### src/rtl/reframer_pkg.sv
package reframer_pkg;
  typedef struct packed {
    logic capture;
    logic loadLeft;
    logic loadRight;
    logic shiftOut;
  } strobe_t;
endpackage

### src/rtl/reframer_ctrl.sv
module reframer_ctrl
  import reframer_pkg::*;
#(
  parameter int SAMPLE_W = 16
) (
  input  logic    clk,
  input  logic    rstN,
  input  logic    wsIn,
  input  logic    selRight,
  output logic    bckOut,
  output logic    wsOut,
  output strobe_t stb
);
  localparam int FRAME_LEN = 4 * SAMPLE_W;
  localparam int CNT_W = $clog2(FRAME_LEN);
  localparam logic [CNT_W-1:0] P_LEFT_END   = CNT_W'(SAMPLE_W);
  localparam logic [CNT_W-1:0] P_RIGHT_END  = CNT_W'(3 * SAMPLE_W);
  localparam logic [CNT_W-1:0] P_RIGHT_LOAD = CNT_W'(2 * SAMPLE_W);
  localparam logic [CNT_W-1:0] P_WS_SET     = CNT_W'(2 * SAMPLE_W - 2);
  localparam logic [CNT_W-1:0] P_WS_CLR     = CNT_W'(4 * SAMPLE_W - 2);

  logic             wsDly;
  logic             locked;
  logic [CNT_W-1:0] cnt;
  logic [CNT_W-1:0] pos;
  logic             wsFall;
  logic             active;

  always_comb begin
    wsFall = wsDly & ~wsIn;
    pos    = wsFall ? '0 : cnt;
    active = locked | wsFall;
    stb.capture   = active && (pos == (selRight ? P_RIGHT_END : P_LEFT_END));
    stb.loadLeft  = active && (pos == '0);
    stb.loadRight = active && (pos == P_RIGHT_LOAD);
    stb.shiftOut  = active && !pos[0] && (pos != '0) && (pos != P_RIGHT_LOAD);
  end

  always_ff @(posedge clk or negedge rstN) begin
    if (!rstN) begin
      wsDly  <= 1'b0;
      locked <= 1'b0;
      cnt    <= '0;
      bckOut <= 1'b0;
      wsOut  <= 1'b0;
    end else begin
      wsDly  <= wsIn;
      locked <= active;
      cnt    <= pos + 1'b1;
      bckOut <= active ? pos[0] : 1'b0;
      if (active && pos == P_WS_SET) wsOut <= 1'b1;
      else if (active && pos == P_WS_CLR) wsOut <= 1'b0;
    end
  end

  // once locked, the output clock flips on every input edge without a frame restart
  a_r2_half_rate: assert property (@(posedge clk) disable iff (!rstN)
    (locked && !wsFall) |=> (bckOut != $past(bckOut)));

  // a word-select fall always restarts the divider in its low phase
  a_r3_relock: assert property (@(posedge clk) disable iff (!rstN)
    wsFall |=> !bckOut);

  // output word select moves only together with a falling output clock
  a_r7_ws_on_fall: assert property (@(posedge clk) disable iff (!rstN)
    !$stable(wsOut) |-> $fell(bckOut));

  // at most one output-register action per input edge
  a_r6_one_out_action: assert property (@(posedge clk) disable iff (!rstN)
    $onehot0({stb.loadLeft, stb.loadRight, stb.shiftOut}));
endmodule

### src/rtl/reframer_data.sv
module reframer_data
  import reframer_pkg::*;
#(
  parameter int SAMPLE_W = 16
) (
  input  logic    clk,
  input  logic    rstN,
  input  logic    sdIn,
  input  strobe_t stb,
  output logic    sdOut
);
  logic [SAMPLE_W-1:0] shiftIn;
  logic [SAMPLE_W-1:0] capReg;
  logic [SAMPLE_W-1:0] txHold;
  logic [SAMPLE_W-1:0] outSh;
  logic [SAMPLE_W-1:0] shiftNext;

  assign shiftNext = {shiftIn[SAMPLE_W-2:0], sdIn};

  always_ff @(posedge clk or negedge rstN) begin
    if (!rstN) begin
      shiftIn <= '0;
      capReg  <= '0;
      txHold  <= '0;
      outSh   <= '0;
      sdOut   <= 1'b0;
    end else begin
      shiftIn <= shiftNext;
      if (stb.capture) capReg <= shiftNext;
      if (stb.loadLeft) begin
        txHold <= capReg;
        sdOut  <= capReg[SAMPLE_W-1];
        outSh  <= {capReg[SAMPLE_W-2:0], 1'b0};
      end else if (stb.loadRight) begin
        sdOut  <= txHold[SAMPLE_W-1];
        outSh  <= {txHold[SAMPLE_W-2:0], 1'b0};
      end else if (stb.shiftOut) begin
        sdOut  <= outSh[SAMPLE_W-1];
        outSh  <= {outSh[SAMPLE_W-2:0], 1'b0};
      end
    end
  end

  // the right output slot repeats the word held since the left slot began
  a_r6_hold_stable: assert property (@(posedge clk) disable iff (!rstN)
    !stb.loadLeft |=> $stable(txHold));
endmodule

### src/rtl/mono_reframer.sv
module mono_reframer
  import reframer_pkg::*;
#(
  parameter int SAMPLE_W = 16
) (
  input  logic bckIn,
  input  logic rstN,
  input  logic wsIn,
  input  logic sdIn,
  input  logic selRight,
  output logic bckOut,
  output logic wsOut,
  output logic sdOut
);
  strobe_t stb;

  reframer_ctrl #(.SAMPLE_W(SAMPLE_W)) i_ctrl (
    .clk(bckIn), .rstN(rstN), .wsIn(wsIn), .selRight(selRight),
    .bckOut(bckOut), .wsOut(wsOut), .stb(stb)
  );

  reframer_data #(.SAMPLE_W(SAMPLE_W)) i_data (
    .clk(bckIn), .rstN(rstN), .sdIn(sdIn), .stb(stb), .sdOut(sdOut)
  );

  // serial data changes only in the low phase of the output clock
  a_r6_sd_low_phase: assert property (@(posedge bckIn) disable iff (!rstN)
    !$stable(sdOut) |-> !bckOut);
endmodule

### config.mk
export PLATFORM = sky130hd
export DESIGN_NAME = mono_reframer
export DESIGN_NICKNAME = d
export VERILOG_FILES = /design/src/rtl/reframer_pkg.sv /design/src/rtl/reframer_ctrl.sv /design/src/rtl/reframer_data.sv /design/src/rtl/mono_reframer.sv
export SDC_FILE = /design/constraint.sdc
export NUM_CORES = 1
export LEC_CHECK = 0
export ABC_CLOCK_PERIOD_IN_PS = 2250
export BUFFER_PORTS_ARGS = -buffer_cell sky130_fd_sc_hd__buf_2
export CORE_AREA = 10 10 109 101
export CTS_CLUSTER_DIAMETER = 200
export DETAILED_ROUTE_END_ITERATION = 7
export DIE_AREA = 0 0 119 111
export SLEW_MARGIN = 0
export SYNTH_ARGS = -nofsm -noshare
export SYNTH_HDL_FRONTEND = slang
export SYNTH_SLANG_ARGS = --single-unit
### constraint.sdc
create_clock -name bckIn -period 2.25 [get_ports bckIn]
set_clock_uncertainty 0.15 [all_clocks]
set_input_delay 0.45 -clock bckIn [delete_from_list [all_inputs] [get_ports bckIn]]
set_output_delay 0.45 -clock bckIn [all_outputs]
set_load 0.02 [all_outputs]
==> qor.yml <==
rows: 33
maxCapViolCount: 0
worstSkewPairLatency_ns: 0.33
status: "finished, final reports clean"
synth-adder-area-share_pct: 0.419
synth_seq_cells: 73
avgSynthCellArea_um2: 14.0
synth-simple-area-share_pct: 7.42
ctsResizeCount: 0
ant_nets: 0
overflow: 0
cts_root_buffer: "clkbuf_8"
ys_types: 35
routed-via-count: 1688
crit_required_ns: 2.33
slew_headroom_pct: 72.1
ys_seq_area_share_pct: 61.2
muxShareOfSynthArea_pct: 16.7
fin_util_pct: 40.1
use_met2_pct: 12.1
crit_start: "i_ctrl.wsDly"
place_hpwl_um: 3300
htree_levels: 3
layout.cells.non_filler: 367
r2r_start: "i_ctrl.wsDly"
dp_slack_ns: -0.103
max_slew.worst_pin.slew_ns: 0.418
synthFlopType: "dfrtp_1"
setup_ws_ns: 0.195
top_usage_layer: "met2"
ys_warn_count: 0
min_period_ns: 2.05
die-area_um2: 13200
fp.dieW_um: 119
p_leak_nw: 1.66
synth_xor_area_share_pct: 1.17
grt_max_degree: 44
port_buffers: 7
cts_tree: "yes"
vias_per_cell: 4.60
grt_pass1_wl_um: 8880
grtUsageTotal_pct: 8.18
initial_utilization_pct: 33.8
drt_pass1_iterations: 2
grt_pass1_vias: 1787
synth_top_cell_area_share_pct: 61.2
min_period_over_period_pct: 91.3
synth_most_common_cell: "dfrtp_1"
peakVddDrop_mv: 0.450
min_from: "sdIn"
synth_compound_gate_area_share_pct: 8.80
syn-instance-count: 213
wl_per_cell_um: 13.7
rsz0062_at_grt: "no"
use_met3_pct: 1.93
fp.coreArea_um2: 8840
synth.top_cells.by_area: "dfrtp_1 61%, mux2_2 12%, a221oi_2 5.0%"
diodes: 0
die_h_um: 111
layout.nets: 246
drc: 0
yosys.area.top_type: "dfrtp_1"
place_congestion: 0.770
slew_violations: 0
synthTopCellsByCount: "73 x dfrtp_1, 31 x mux2_2, 19 x nor2_1, 16 x inv_1, 15 x mux2i_1"
fin_tns_setup_ns: 0
drt-initial-drc-count: 90
drive_gt1_share_pct: 35.5
wl_um: 5040
crit_path_max_fanout: 16
post_cts_buffers: 0
cp-end-kind: "register"
hold_viol_final: 0
p_per_area_nw_per_um2: 1220
area_growth_pct: 18.7
cp.arrival_ns: 2.13
cts_buffers: 9
antenna_found_initial: 0
met1_usage_pct: 10.9
clock_path_buffers: 2
synth-async-reset-ratio_pct: 100
clk_pin_slew_worst_paths_ns: 0.08
criticalPathCategory: "register to register"
netlist_area_um2: 2990
cts.sinks: 73
io_pins: 8
cp-start-kind: "register"
synth_top_family_by_area: "multiplexers"
setup-violations-final: 0
syn-num-nets: 219
max_freq_mhz: 487
synth-edff-count: 0
placed_cells: 350
min_path_type: "input port to register"
## critical path: stages (launching register included)
cell	delay (ns)
dfrtp_1	0.38
nand2b_2	0.09
nand2_1	0.07
ha_1	0.23
nor3b_4	0.16
a22o_1	0.25
buf_12	0.18
and2_1	0.18
a211o_1	0.26
## final timing paths
path	to	slack (ns)	cells past startpoint
hold / removal	i_data.shiftIn[0]	0.1	1
hold reg to reg	i_data.shiftIn[3]	0.22	0
min in group asynchronous	i_data.capReg[11]	0.44	2
setup reg to reg	i_data.outSh[1]	0.20	8
max in group asynchronous	i_ctrl.cnt[1]	0.95	3
setup / recovery	i_data.outSh[1]	0.20	8
## timing repair
action,CTS,global route
hold endpoints to repair,30,0
hold buffers,1,0
endpoints found under the setup margin,0,0
## report_power, final
part	internal (mW)	switching [mW]	total, mW
combinational	0.689	0.599	1.29
clock	0.578	0.483	1.06
sequential	1.71	0.277	1.99
## layout by cell type (no fill, tap or decap), types with 2 or more instances in the layout
master    netlist  routed
clkbuf_8        0      11
clkinv_4        0       3
a21o_1          2       2
buf_4           3      11
dfrtp_1        73      73
inv_1          16      16
nand2_1         4       4
nand4_1         2       2
buf_12          1       6
mux2i_1        15      15
a221oi_2       10      10
nor2_1         19      19
and3_1          3       3
o21ai_0         2       2
xor2_1          3       3
a221oi_1        5       5
buf_2           3       6
mux2_2         31      31
## registers in the layout (all words and copies together) (netlist names)
register / count
i_data.txHold: 16
i_data.outSh: 15
i_ctrl.cnt: 6
i_data.capReg: 16
i_ctrl.wsDly: 1
i_data.shiftIn: 15
i_ctrl.locked: 1
i_ctrl.wsOut: 1
i_data.sdOut: 1
i_ctrl.bckOut: 1
## final cells by class
| cell class | instances | area, µm² |
|---|---|---|
| clock buffer | 11 | 151 |
| multi-input combinational | 116 | 1050 |
| fill | 864 | 5290 |
| inverter | 16 | 60.1 |
| tap | 122 | 153 |
| clock inverter | 5 | 63.8 |
| timing repair buffer | 24 | 243 |
| sequential | 73 | 1830 |
## layer usage
metal	routed length, µm	part of all wire, %
met3	81	1.6
met1	2560	51
met5	0	0
met2	2340	46
met4	63	1.2
## kinds of logic after synthesis
family                   after synthesis
AO/OA/AOI/OAI                         25
XOR/XNOR                               4
adder cells (fa/ha/maj)                1
buffers and inverters                 24
flip-flops                            73
multiplexers                          46
AND/OR/NAND/NOR                       40
## through the flow
| stage | cell area (µm²) | total power [mW] | hold WS, ns |
|---|---|---|---|
| CTS | 3550 | 4.41 | 0.0783 |
| finish | 3550 | 4.34 | 0.0983 |
| global route | 3550 | 4.65 | 0.0850 |
| global placement | 3320 | 3.29 | 0.205 |
| detailed placement | 3320 | 3.33 | 0.210 |
| floorplan | 3000 | 2.90 | 0.00441 |
(Power assumes the default switching activity.)
